File: src/rtl/rxq_pkg.sv
package rxq_pkg;

  typedef enum logic [1:0] {
    SEL_DATA  = 2'd0,
    SEL_FSTAT = 2'd1,
    SEL_ERR   = 2'd2,
    SEL_LINE  = 2'd3
  } rd_sel_e;

  localparam int ERR_W   = 4;
  localparam int ERR_OVR = 0;
  localparam int ERR_PAR = 1;
  localparam int ERR_FRM = 2;
  localparam int ERR_BRK = 3;

  // queue status word: count field reads zero when full
  function automatic logic [31:0] fstat_word(input logic [7:0] cnt,
                                             input logic full,
                                             input logic err);
    return {22'd0, err, full, (full ? 8'd0 : cnt)};
  endfunction

  // sticky error word: read clears first, new events then set
  function automatic logic [ERR_W-1:0] err_next(input logic [ERR_W-1:0] cur,
                                                input logic clr,
                                                input logic [ERR_W-1:0] set);
    return (clr ? '0 : cur) | set;
  endfunction

endpackage

File: src/rtl/rxq_store.sv
module rxq_store #(
  parameter int DEPTH = 16,
  localparam int PTR_W = (DEPTH > 1) ? $clog2(DEPTH) : 1,
  localparam int CNT_W = $clog2(DEPTH + 1)
) (
  input  logic             clk,
  input  logic             rst_n,
  input  logic             clr,
  input  logic             push,
  input  logic [7:0]       din,
  input  logic             pop,
  output logic [7:0]       head,
  output logic [CNT_W-1:0] count,
  output logic             full,
  output logic             empty
);

  logic [7:0]       mem [DEPTH];
  logic [PTR_W-1:0] wptr, rptr;

  function automatic logic [PTR_W-1:0] wrap_inc(input logic [PTR_W-1:0] p);
    return (p == PTR_W'(DEPTH - 1)) ? '0 : p + 1'b1;
  endfunction

  always_ff @(posedge clk) begin
    if (push && !clr) mem[wptr] <= din;
  end

  always_ff @(posedge clk or negedge rst_n) begin
    if (!rst_n) begin
      wptr  <= '0;
      rptr  <= '0;
      count <= '0;
    end else if (clr) begin
      wptr  <= '0;
      rptr  <= '0;
      count <= '0;
    end else begin
      if (push) wptr <= wrap_inc(wptr);
      if (pop)  rptr <= wrap_inc(rptr);
      case ({push, pop})
        2'b10:   count <= count + 1'b1;
        2'b01:   count <= count - 1'b1;
        default: count <= count;
      endcase
    end
  end

  assign head  = mem[rptr];
  assign full  = (count == CNT_W'(DEPTH));
  assign empty = (count == '0);

endmodule

File: src/rtl/rxq_errstat.sv
module rxq_errstat
  import rxq_pkg::*;
(
  input  logic             clk,
  input  logic             rst_n,
  input  logic             rd_clr,
  input  logic [ERR_W-1:0] set,
  output logic [ERR_W-1:0] err_q
);

  always_ff @(posedge clk or negedge rst_n) begin
    if (!rst_n) err_q <= '0;
    else        err_q <= err_next(err_q, rd_clr, set);
  end

endmodule

File: src/rtl/rxq_top.sv
module rxq_top
  import rxq_pkg::*;
#(
  parameter int DEPTH = 16
) (
  input  logic        clk,
  input  logic        rst_n,
  input  logic        rx_strobe,
  input  logic [7:0]  rx_byte,
  input  logic        rx_par_err,
  input  logic        rx_frm_err,
  input  logic        brk_strobe,
  input  logic        fifo_en,
  input  logic        fifo_clr,
  input  logic        rd_en,
  input  logic [1:0]  rd_sel,
  output logic [31:0] rd_data,
  output logic        data_ready,
  output logic        irq_rx_pulse,
  output logic        irq_err_pulse
);

  localparam int CNT_W = $clog2(DEPTH + 1);

  logic [7:0]       head;
  logic [CNT_W-1:0] count;
  logic             full, empty;
  logic [ERR_W-1:0] err_q, err_set;
  logic [7:0]       hold_q;
  logic             hold_valid;
  rd_sel_e          sel;

  // named events
  logic       byte_in, rd_data_ev, rd_err_ev;
  logic       pop_ev, underflow_ev, push_req, push_ok, overrun_ev;
  logic       hold_load, hold_rd_ev, rx_store_ev, err_ev;
  logic [7:0] in_data;

  assign sel          = rd_sel_e'(rd_sel);
  assign byte_in      = rx_strobe | brk_strobe;
  assign in_data      = brk_strobe ? 8'h00 : rx_byte;
  assign rd_data_ev   = rd_en && (sel == SEL_DATA);
  assign rd_err_ev    = rd_en && (sel == SEL_ERR);
  assign pop_ev       = fifo_en && rd_data_ev && !empty && !fifo_clr;
  assign underflow_ev = fifo_en && rd_data_ev && empty;
  assign push_req     = fifo_en && byte_in && !fifo_clr;
  assign push_ok      = push_req && (!full || pop_ev);
  assign overrun_ev   = push_req && full && !pop_ev;
  assign hold_load    = !fifo_en && byte_in;
  assign hold_rd_ev   = !fifo_en && rd_data_ev;
  assign rx_store_ev  = (push_ok || hold_load) && !brk_strobe;

  always_comb begin
    err_set          = '0;
    err_set[ERR_OVR] = overrun_ev;
    err_set[ERR_PAR] = rx_strobe && !brk_strobe && rx_par_err;
    err_set[ERR_FRM] = rx_strobe && !brk_strobe && rx_frm_err;
    err_set[ERR_BRK] = brk_strobe;
  end
  assign err_ev = underflow_ev || (err_set != '0);

  rxq_store #(.DEPTH(DEPTH)) u_store (
    .clk   (clk),
    .rst_n (rst_n),
    .clr   (fifo_clr),
    .push  (push_ok),
    .din   (in_data),
    .pop   (pop_ev),
    .head  (head),
    .count (count),
    .full  (full),
    .empty (empty)
  );

  rxq_errstat u_err (
    .clk    (clk),
    .rst_n  (rst_n),
    .rd_clr (rd_err_ev),
    .set    (err_set),
    .err_q  (err_q)
  );

  // holding register for queue-off mode
  always_ff @(posedge clk or negedge rst_n) begin
    if (!rst_n) begin
      hold_q     <= '0;
      hold_valid <= 1'b0;
    end else if (hold_load) begin
      hold_q     <= in_data;
      hold_valid <= 1'b1;
    end else if (hold_rd_ev) begin
      hold_valid <= 1'b0;
    end
  end

  assign data_ready = fifo_en ? !empty : hold_valid;

  logic [31:0] rd_next;
  always_comb begin
    case (sel)
      SEL_DATA: begin
        if (!fifo_en)   rd_next = {24'd0, hold_q};
        else if (empty) rd_next = '0;
        else            rd_next = {24'd0, head};
      end
      SEL_FSTAT: rd_next = fstat_word(8'(count), full, err_q != '0);
      SEL_ERR:   rd_next = {{(32-ERR_W){1'b0}}, err_q};
      default:   rd_next = {31'd0, data_ready};
    endcase
  end

  always_ff @(posedge clk or negedge rst_n) begin
    if (!rst_n) begin
      rd_data       <= '0;
      irq_rx_pulse  <= 1'b0;
      irq_err_pulse <= 1'b0;
    end else begin
      if (rd_en) rd_data <= rd_next;
      irq_rx_pulse  <= rx_store_ev;
      irq_err_pulse <= err_ev;
    end
  end

endmodule

File: config.mk
export PLATFORM = sky130hd
export DESIGN_NAME = rxq_top
export DESIGN_NICKNAME = d
export VERILOG_FILES = /design/src/rtl/rxq_pkg.sv /design/src/rtl/rxq_store.sv /design/src/rtl/rxq_errstat.sv /design/src/rtl/rxq_top.sv
export SDC_FILE = /design/constraint.sdc
export NUM_CORES = 1
export LEC_CHECK = 0
export ABC_AREA = 1
export BUFFER_PORTS_ARGS = -buffer_cell sky130_fd_sc_hd__buf_2
export CORE_AREA = 2 2 98 138
export DETAILED_ROUTE_END_ITERATION = 12
export DIE_AREA = 0 0 100 140
export PLACE_DENSITY = 0.78
export SYNTH_ARGS = -nofsm -noshare
export SYNTH_HDL_FRONTEND = slang
export SYNTH_HIERARCHICAL = 1
export SYNTH_SLANG_ARGS = --single-unit
File: constraint.sdc
create_clock -name clk -period 3.2 [get_ports clk]
set_input_delay 0.64 -clock clk [delete_from_list [all_inputs] [get_ports clk]]
set_output_delay 0.64 -clock clk [all_outputs]
set_load 0.03 [all_outputs]
Yosys cells after proc, flatten, opt, wreduce, memory -nomap -nowiden
Memory sizes are Yosys's and may differ from the RTL's.
Index checks and enable logic that the tools add are counted.

storage, ports and cells
  flip-flop bits (word level) = 60
  bits in latches = 0
  memory bits (writable) = 128
  ROM bits = 0
  bits of input ports = 19
  output and inout bits = 35
  memories = 1

memory list
  name         words  width  rd ports  clocked after Yosys merged registers in  wr ports  RTL line         text
  u_store.mem  16     8      1         0                                        1         rxq_store.sv:18  logic [7:0] mem [DEPTH];

operators by class
  add/sub/neg operators = 4
  multipliers = 0
  div/mod/pow operators = 0
  magnitude comparators = 0
  eq/ne operators = 7
  shift-type cells = 0
  multiplexer cells = 19
  bitwise operators = 2
  reductions and logical operators = 35

operator list
  kind                                                                count
  32-bit case mux with 3 select lines                                 1
  4-bit 2-to-1 mux                                                    7
  8-bit 2-to-1 mux                                                    3
  1-bit logical AND                                                   18
  5-bit 2-to-1 mux                                                    2
  5-bit case mux with 2 select lines                                  1
  4-bit by 1-bit adder with 4-bit output, second input constant       2
  4-bit == test, second input constant                                2
  4-bit nonzero test                                                  2
  1-bit logical NOT                                                   6
  2-bit nonzero test                                                  3
  5-bit by 1-bit adder with 5-bit output, second input constant       1
  5-bit == test, second input constant                                1
  5-bit logical NOT                                                   1
  1-bit 2-to-1 mux                                                    5
  5-bit by 1-bit subtractor with 5-bit output, second input constant  1
  2-bit by 1-bit == test with 1-bit output, second input constant     2
  2-bit == test, second input constant                                2
  4-bit OR                                                            1
  1-bit logical OR                                                    3
  3-bit nonzero test                                                  1
  2-bit logical NOT                                                   1
  1-bit OR                                                            1

Logic depth before layout (Yosys ltp)
Gate-level depths: netlist of run 1.

  depth after elaboration = 10
  depth in mapped cells = 23
  depth with buffers taken out = 23

Modules after synthesis
The synthesis of run 1 kept the hierarchy.

by module, submodules not included
  module       times used  cells each  area each (µm²)
  rxq_store    1           524         5994.5
  rxq_top      1           196         1397.6
  rxq_errstat  1           17          148.9

Worst setup path before layout of run 1
Ideal clock, no wire load.

  kind = input to register
  start point = input port fifo_en
  end point = memory u_store.mem[0][0] (enable)
  library setup time = 0.370 ns
  arrival time = 2.064 ns
  data required time = 2.830 ns
  slack = 0.766 ns
  cell stages on the path = 11
  buffers on the path = 1
  cell sequence = buf_4 > nand2_1 > nor2_1 > nand2_2 > nand2_2 > nand2_2 > inv_1 > inv_1 > nor2_1 > nand2_1 > nor2_1

between the ends
  cells in the longest elaborated chain, start to end = 8
  elaborated cells on any way between the ends = 10
  classes of those cells = 2 x mux; 8 x reduce/logical

RTL lines
  item                                        RTL line         text
  start, declared                             rxq_top.sv:13    input logic fifo_en,
  1-bit logical AND (3 in a row)              rxq_top.sv:44    assign pop_ev = fifo_en && rd_data_ev && !empty && !fifo_clr;
  1-bit logical OR                            rxq_top.sv:47    assign push_ok = push_req && (!full || pop_ev);
  1-bit logical AND (*)                       rxq_top.sv:47
  named net push_ok                           rxq_top.sv:35    logic pop_ev, underflow_ev, push_req, push_ok, overrun_ev;
  1-bit logical AND (*)                       rxq_store.sv:26  if (push && !clr) mem[wptr] <= din;
  1-bit 2-to-1 mux (*)                        rxq_store.sv:26
  1-bit 2-to-1 mux (implied by the code) (*)  rxq_store.sv:26
  end, declared                               rxq_store.sv:18

Mark *: on every way through the listed nets, which the timed path passes. The rest lies on a longest branch.

Worst setup path after layout of run 1
  start point = register u_store.count[1]
  end point = memory u_store.mem[8][0] (enable)

between the ends
  cells in the longest elaborated chain, start to end = 9
  elaborated cells on any way between the ends = 11
  classes of those cells = 1 x eq/ne; 2 x mux; 8 x reduce/logical

RTL lines
  item                                    RTL line         text
  start, declared                         rxq_store.sv:13  output logic [CNT_W-1:0] count,
  start signal, assigned                  rxq_store.sv:42  2'b10: count <= count + 1'b1;
  start signal, assigned                  rxq_store.sv:43  2'b01: count <= count - 1'b1;
  start signal, assigned                  rxq_store.sv:44  default: count <= count;
  5-bit logical NOT                       rxq_store.sv:51  assign empty = (count == '0);
  named net empty                         rxq_top.sv:27    logic full, empty;
  1-bit logical NOT                       rxq_top.sv:44
  1-bit logical AND (2 in a row)          rxq_top.sv:44
  1-bit logical OR                        rxq_top.sv:47
  1-bit logical AND                       rxq_top.sv:47
  named net push_ok                       rxq_top.sv:35
  1-bit logical AND                       rxq_store.sv:26
  1-bit 2-to-1 mux                        rxq_store.sv:26
  1-bit 2-to-1 mux (implied by the code)  rxq_store.sv:26

The timed path passes the listed nets, and every way through them passes these cells.

==> summary.md, run 1 <==
* **status** finished, final reports clean
* **fraction of power spent switching nets** 0.2353
* **Max-Cap Viols** 0
* **RSZ-0062 raised after global routing** false
* **Crit Path Class** flip-flop to flip-flop
* **library cell occupying the most area in the post-synthesis netlist** sky130_fd_sc_hd__edfxtp_1
* **detail-routed net length per standard cell** 19.30 um
* **most used flip-flop cell after synthesis** sky130_fd_sc_hd__edfxtp_1
* **largest fanout on the critical path** 10
* **number of buffers added by the clock tree synthesis step** 17
* **Unique masters post-synth** 36
* **Total Routing Usage GR** 0.2691
* **area share of the largest cell type after synthesis** 0.5097
* **total congestion overflow after global routing** 0
* **number of synthesized register bits** 166
* **clock net sink count** 166
* **fin crit period** 2.748 ns
* **clock root buffer** sky130_fd_sc_hd__clkbuf_16
* **Area growth, synth to finish** 11.25%
* **TritonRoute pass-1 iters** 6
* **Layout Skew** 0.01181 ns
* **total number of yosys warnings** 6
* **Critical Path AT** 2.88 ns
* **power density over the cells** 558.9 nW/um^2
* **number of H-tree branching levels** 4
* **Die ar.** 14,000 sq um
* **ratio of cells with drive above 1 in the final layout** 0.1518
* **Initial Utilization** 0.5913
* **I/O pins** 54
* **number of I/O port buffers** 31
* **Vias** 5,490
* **transition time at the pin with the least slew margin** 0.8707 ns
* **top area cells in the synthesized netlist** sky130_fd_sc_hd__edfxtp_1 (51%), sky130_fd_sc_hd__dfrtp_1 (13%), sky130_fd_sc_hd__nand2_1 (8.6%)
* **cell with the most instances after synthesis** sky130_fd_sc_hd__nand2_1
* **Detailed Route Iter0 Violations** 538
* **antenna violations before repair** 0
* **area of the mapped netlist** 7541 sq um
* **proportion of synthesized chip area in sequential cells** 0.6358
* **upper clock frequency limit** 0.3639 GHz
* **EDFF count, synth** 128
* **clock latency on the worst-skew pair** 0.43 ns
* **CORE AREA** 12,750 sq um
* **clock tree from TritonCTS** yes
* **final setup vio count** 0
* **remaining antenna violation count** 0
* **wire length reported by the detailed router** 18,340 um
* **overall power of the completed layout** 4689 uW
* **ranking of synthesized cells by instance count** sky130_fd_sc_hd__nand2_1 (173), sky130_fd_sc_hd__edfxtp_1 (128), sky130_fd_sc_hd__nor2_1 (85), sky130_fd_sc_hd__o21ai_0 (64), sky130_fd_sc_hd__inv_1 (52)
* **die span in x** 100 um
* **count of nets after finishing** 811
* **last weighted congestion value of the routability-driven placer** 0.9201
* **post-route DRC violation count** 0
* **# rows** 49
* **startpoint class of the critical path** flip-flop
* **count of cells resized by post-cts repair** 0
* **Clock Power Share** 0.436
* **cell-internal power** 3585 uW
* **Leakage** 0.003452 uW
* **Hold Crit Class** input pin to async pin
* **total negative setup slack** 0 ns
* **Clock Pin Slew Worst Setup and Hold Paths** 0.07 ns
* **number of buffers inserted by post-CTS setup repair** 0
* **fraction of power consumed by combinational cells** 0.058
* **sequential fraction of design power** 0.506
* **Peak VDD IR** 0.4066 mV
* **Synth Instances** 737
* **antenna cells** 0
* **total count of max-transition violations in the final report** 0
* **Psw** 1103 uW
* **hold_buf cts** 0
* **Synth async-reset ratio** 0.2289
* **Avg Synthesized Cell Area** 10.23 sq um
* **Crit. End Element** flip-flop
* **first-pass GRT wire length** 27,840 um
* **normalized max-slew margin** 0.4195
* **hold violation count in the final report** 0
* **period utilisation layout** 0.8587
* **Required @ worst endpoint** 3.34 ns
* **HPWL reported at the end of detailed placement** 11,960 um
* **detail-routed via count per cell** 5.779
* **height of the chip** 140 um
* **maximum number of pins on one net before global-route repair** 68
* **Max Root-Sink Buffers** 2
* **number of global-route vias before repair** 5,323
metal layers:
| layer | track usage | wire [um] |
|---|---|---|
| met5 | 0 | 0 |
| met4 | 0.1536 | 1019 |
| met3 | 0.06138 | 1490 |
| met2 | 0.4627 | 9331 |
| met1 | 0.3051 | 6499 |
registers in the layout (all words and copies together) (netlist names):
| signal | cells |
|---|---|
| u_store/count | 5 |
| rd_data | 10 |
| hold_valid | 1 |
| u_store/wptr | 4 |
| u_store/rptr | 4 |
| irq_rx_pulse | 1 |
| u_err/err_q | 4 |
| irq_err_pulse | 1 |
| u_store/mem | 128 |
| hold_q | 8 |
cell families (layout without fill, tap and decap cells):
| kind of cell | Yosys count | after routing | share of synthesized area |
|---|---|---|---|
| xor gates and xnor gates | 4 | 4 | 0.004645 |
| DFF | 166 | 166 | 0.6358 |
| adders and majority gates | 7 | 7 | 0.01161 |
| buffers and inverters | 113 | 152 | 0.08130 |
| other | 1 | 22 | 0.0004973 |
| and+or+nand+nor | 324 | 324 | 0.1797 |
| AOI/OAI and AO/OA | 122 | 122 | 0.08645 |
stage by stage:
step	setup WS, ns	instances	instance area, sq um	hold WS (ns)	util
floorplan	0.7656	758	7620	0.3444	-
global placement	0.4153	919	7800	0.4579	0.6117
detailed placement	0.3546	919	7800	0.4600	0.6117
CTS	0.4858	950	8389	0.3446	0.6579
global route	0.2383	950	8389	0.3880	0.6579
finish	0.4522	950	8389	0.3283	0.6579
path summary, 6_finish.rpt:
kind	cells after the start	startpoint	to	slack, ns
setup / recovery	15	u_store/count[1]$_DFFE_PN0P_	u_store/mem[8][0]$_DFFE_PP_	0.45
hold / removal	1	rst_n	irq_rx_pulse$_DFF_PN0_	0.33
setup reg to reg	15	u_store/count[1]$_DFFE_PN0P_	u_store/mem[8][0]$_DFFE_PP_	0.45
hold reg to reg	2	rd_data[2]$_DFFE_PN0P_	rd_data[2]$_DFFE_PN0P_	0.47
max in group asynchronous	1	rst_n	u_store/rptr[0]$_DFFE_PN0P_	2.28
min in group clk	2	rd_data[2]$_DFFE_PN0P_	rd_data[2]$_DFFE_PN0P_	0.47
final cells by class:
cell class | instances | area [sq um]
sequential | 166 | 4796
fill | 954 | 4363
multi-input combinational | 479 | 2212
clock buffer | 17 | 425.4
timing repair buffer | 59 | 365.4
inverter | 62 | 235.2
tap | 153 | 191.4
clock inverter | 14 | 163.9
power by group through the flow:
stage	Combinational (uW)	Sequential [uW]	Clock [uW]
after floorplan	170	2440	0
after global placement	266	2410	0
after detailed placement	271	2420	0
after CTS	273	2370	2060
after global routing	299	2370	2150
final	273	2370	2040
critical path: stages (launching register included):
cell	delay [ns]
sky130_fd_sc_hd__dfrtp_1	0.40
sky130_fd_sc_hd__inv_1	0.08
sky130_fd_sc_hd__nand3_1	0.12
sky130_fd_sc_hd__nor2_1	0.06
sky130_fd_sc_hd__inv_2	0.14
sky130_fd_sc_hd__nand2_1	0.09
sky130_fd_sc_hd__nor2_1	0.13
sky130_fd_sc_hd__nand2_2	0.08
sky130_fd_sc_hd__nand2_2	0.08
sky130_fd_sc_hd__nand2_2	0.06
sky130_fd_sc_hd__inv_1	0.14
sky130_fd_sc_hd__inv_1	0.10
sky130_fd_sc_hd__nor2_1	0.32
sky130_fd_sc_hd__nand2_1	0.31
sky130_fd_sc_hd__nor2_1	0.17
sky130_fd_sc_hd__buf_4	0.18
cells in the final DEF (no fill, tap or decap), types with 5 or more instances in the layout:
cell	netlist	layout
sky130_fd_sc_hd__buf_4	24	28
sky130_fd_sc_hd__nand2_1	173	173
sky130_fd_sc_hd__ha_1	7	7
sky130_fd_sc_hd__conb_1	1	22
sky130_fd_sc_hd__nor2_1	85	85
sky130_fd_sc_hd__clkbuf_16	0	17
sky130_fd_sc_hd__o21ai_0	64	64
sky130_fd_sc_hd__inv_2	8	8
sky130_fd_sc_hd__a31oi_1	15	15
sky130_fd_sc_hd__o21ai_1	24	24
sky130_fd_sc_hd__nand3_1	38	38
sky130_fd_sc_hd__nand2_2	11	11
sky130_fd_sc_hd__a21oi_1	10	10
sky130_fd_sc_hd__dfrtp_1	38	37
sky130_fd_sc_hd__inv_1	52	52
sky130_fd_sc_hd__nor2_2	5	5
sky130_fd_sc_hd__buf_2	9	31
sky130_fd_sc_hd__edfxtp_1	128	128
Note: power is estimated with default switching activity, not from simulation.
==> run 2: changes to the inputs <==
Settings changed: ABC_AREA 1 to default, CORE_AREA 2 2 98 138 to 2 2 96 135, DIE_AREA 0 0 100 140 to 0 0 98 137, SYNTH_HIERARCHICAL 1 to default.
==> summary.md, run 2 <==
* **Placed Cells** 627
* **combined area of the multi-input logic cells** 2201 sq um
* **Total Routing Usage GR** 0.2406
* **pre-CTS setup slack** 0.3907 ns
* **RSZ-0062 raised after global routing** false
* **flip-flop count of the largest register, all copies and words added** 128
* **Vias** 4,103
* **most common library cell in the layout ignoring fill and taps** sky130_fd_sc_hd__edfxtp_1
* **worst setup path startpoint** u_store.count[0]$_DFFE_PN0P_
* **sequential fraction of design power** 0.503
* **transition time at the pin with the least slew margin** 0.8770 ns
* **post-route DRC violation count** 0
* **clock tree from TritonCTS** yes
* **die span in x** 98 um
* **number of cells on the worst reg-to-reg path** 8
* **count of cells resized by post-cts repair** 0
* **normalized max-slew margin** 0.4127
* **antenna cells** 0
* **clock net sink count** 166
* **period utilisation layout** 0.8424
* **fin crit period** 2.696 ns
* **total negative setup slack** 0 ns
* **largest registers** u_store.mem: 128 flops, rd_data: 10 flops, hold_q: 8 flops
* **most used flip-flop cell after synthesis** sky130_fd_sc_hd__edfxtp_1
* **# rows** 48
* **Hold Crit Class** input pin to async pin
* **library cell occupying the most area in the post-synthesis netlist** sky130_fd_sc_hd__edfxtp_1
* **register name with the most flops** u_store.mem
* **remaining antenna violation count** 0
* **startpoint class of the critical path** flip-flop
* **detail-routed via count per cell** 6.226
* **status** finished, final reports clean
* **post-layout worst setup margin** 0.5044 ns
* **Synth Instances** 461
* **Clock Power Share** 0.436
* **total count of max-transition violations in the final report** 0
* **number of global-route vias before repair** 4,123
* **count of nets after finishing** 521
* **total number of yosys warnings** 0
* **Crit. End Element** primary output
* **fraction of power consumed by combinational cells** 0.062
* **cell with the most instances after synthesis** sky130_fd_sc_hd__edfxtp_1
* **proportion of synthesized chip area in sequential cells** 0.6654
* **hold_buf cts** 0
* **Max-Cap Viols** 0
* **Max Root-Sink Buffers** 2
* **wire length reported by the detailed router** 15,390 um
* **clock latency on the worst-skew pair** 0.42 ns
* **ranking of synthesized cells by instance count** sky130_fd_sc_hd__edfxtp_1 (128), sky130_fd_sc_hd__dfrtp_1 (38), sky130_fd_sc_hd__mux4_2 (28), sky130_fd_sc_hd__nor2_1 (25), sky130_fd_sc_hd__buf_4 (22)
* **TritonRoute pass-1 iters** 5
* **first-pass GRT wire length** 23,740 um
* **Required @ worst endpoint** 2.56 ns
* **last weighted congestion value of the routability-driven placer** 0.9068
* **Clock Pin Slew Worst Setup and Hold Paths** 0.07 ns
* **Detailed Route Iter0 Violations** 362
* **area share of the largest cell type after synthesis** 0.5334
* **power density over the cells** 590.5 nW/um^2
* **fraction of power spent switching nets** 0.2353
* **worst setup path endpoint** data_ready
* **total congestion overflow after global routing** 0
* **Peak VDD IR** 0.3600 mV
* **top area cells in the synthesized netlist** sky130_fd_sc_hd__edfxtp_1 (53%), sky130_fd_sc_hd__dfrtp_1 (13%), sky130_fd_sc_hd__mux4_2 (8.8%)
* **Layout Skew** 0.008670 ns
* **Die ar.** 13,430 sq um
* **number of I/O port buffers** 31
* **setup slack of the worst register-to-register path** 0.58 ns
* **Synth async-reset ratio** 0.2289
* **Area growth, synth to finish** 11.98%
* **final setup vio count** 0
* **EDFF count, synth** 128
* **HPWL reported at the end of detailed placement** 10,250 um
* **Sequential cell area** 4796 sq um
* **Initial Utilization** 0.5910
* **I/O pins** 54
* **CORE AREA** 12,190 sq um
* **antenna violations before repair** 0
* **final cell count without fillers** 659
* **upper clock frequency limit** 0.3710 GHz
* **cell-internal power** 3644 uW
* **clock root buffer** sky130_fd_sc_hd__clkbuf_16
* **largest fanout on the critical path** 7
* **Critical Path AT** 2.06 ns
* **number of H-tree branching levels** 4
* **Psw** 1121 uW
* **Crit Path Class** flip-flop to primary output
* **Unique masters post-synth** 56
* **hold violation count in the final report** 0
* **Filler Cells Inserted** 782
* **commonest cells after routing, fill and taps aside** sky130_fd_sc_hd__edfxtp_1 (128), sky130_fd_sc_hd__dfrtp_1 (37), sky130_fd_sc_hd__buf_2 (31)
* **Leakage** 0.002913 uW
* **number of buffers inserted by post-CTS setup repair** 0
* **detail-routed net length per standard cell** 23.35 um
* **number of synthesized register bits** 166
* **number of buffers added by the clock tree synthesis step** 17
* **height of the chip** 137 um
* **area of the mapped netlist** 7206 sq um
* **ratio of cells with drive above 1 in the final layout** 0.2397
* **Avg Synthesized Cell Area** 15.63 sq um
* **maximum number of pins on one net before global-route repair** 39
* **overall power of the completed layout** 4765 uW
* **endpoint of the most critical register-to-register path** u_store.count[4]$_DFFE_PN0P_
* **startpoint of the worst register-to-register path** u_store.count[0]$_DFFE_PN0P_
-- run 2: cell count changes in the layout (fill, tap and decap cells not counted), moves of 17 or more --
cell                      previous run  this run
sky130_fd_sc_hd__o21ai_1            24         5
sky130_fd_sc_hd__nand2_1           173        14
sky130_fd_sc_hd__inv_1              52         6
sky130_fd_sc_hd__mux2i_1             0        18
sky130_fd_sc_hd__o21ai_0            64        11
sky130_fd_sc_hd__buf_4              28        10
sky130_fd_sc_hd__nand3_1            38         3
sky130_fd_sc_hd__mux4_2              0        28
sky130_fd_sc_hd__nor2b_1             0        17
sky130_fd_sc_hd__nor2_1             85        25
-- run 2: power groups by stage --
stage | Combinational, uW | Sequential, uW | Clock [uW]
final | 294 | 2400 | 2080
after detailed placement | 292 | 2440 | 0
after floorplan | 193 | 2450 | 0
after global placement | 286 | 2440 | 0
after global routing | 316 | 2400 | 2180
after CTS | 294 | 2400 | 2110
-- run 2: logic make-up (layout without fill, tap and decap cells) --
logic type / Yosys count / count (layout) / synth area share
other cells: 1 / 22 / 0.0005204
simple gates: 102 / 102 / 0.07779
compound gates: 68 / 68 / 0.06460
mux: 61 / 61 / 0.1360
fa+ha+maj: 6 / 6 / 0.01042
flops: 166 / 166 / 0.6654
xor+xnor: 4 / 4 / 0.004863
buf+inv: 53 / 80 / 0.04046
-- run 2: area by class of cell --
type	count	area share
clock buffer	18	0.05319
clock inverter	14	0.02264
inverter	6	0.002791
multi-input combinational	263	0.2728
sequential	166	0.5944
tap	150	0.02326
timing repair buffer	42	0.03101
-- run 2: per-layer routing --
metal / vias up / GRT usage / share of wire
li1: 1813 / - / -
met1: 2054 / 0.2907 / 0.38
met2: 198 / 0.4182 / 0.53
met3: 38 / 0.04954 / 0.060
met4: 0 / 0.1088 / 0.034
met5: - / 0 / 0
-- run 2: worst min-delay path by stage --
stage	to	slack, ns	start	cells past startpoint
global placement	rd_data[9]$_DFFE_PN0P_	0.47	rd_data[9]$_DFFE_PN0P_	2
CTS	u_err.err_q[3]$_DFF_PN0_	0.34	rst_n	1
finish	u_err.err_q[3]$_DFF_PN0_	0.33	rst_n	1
floorplan	hold_q[0]$_DFFE_PN0P_	0.34	rst_n	0
detailed placement	rd_data[9]$_DFFE_PN0P_	0.47	rd_data[9]$_DFFE_PN0P_	2
global route	u_err.err_q[1]$_DFF_PN0_	0.39	rst_n	1
-- run 2: stage by stage --
stage          hold slack (ns)  area (sq um)    util
6_report                0.3316          8069  0.6618
5_1_grt                 0.3904          8069  0.6618
4_1_cts                 0.3398          8069  0.6618
3_5_place_dp            0.4724          7457  0.6117
3_3_place_gp            0.4683          7457  0.6117
2_1_floorplan           0.3444          7284       -
-- run 2: worst max-delay path, cell delays in order, from the launching register on --
cell                      delay [ns]
sky130_fd_sc_hd__dfrtp_1        0.49
sky130_fd_sc_hd__or4_4          0.62
sky130_fd_sc_hd__o21ai_0        0.19
sky130_fd_sc_hd__o21ai_0        0.14
sky130_fd_sc_hd__buf_2          0.20
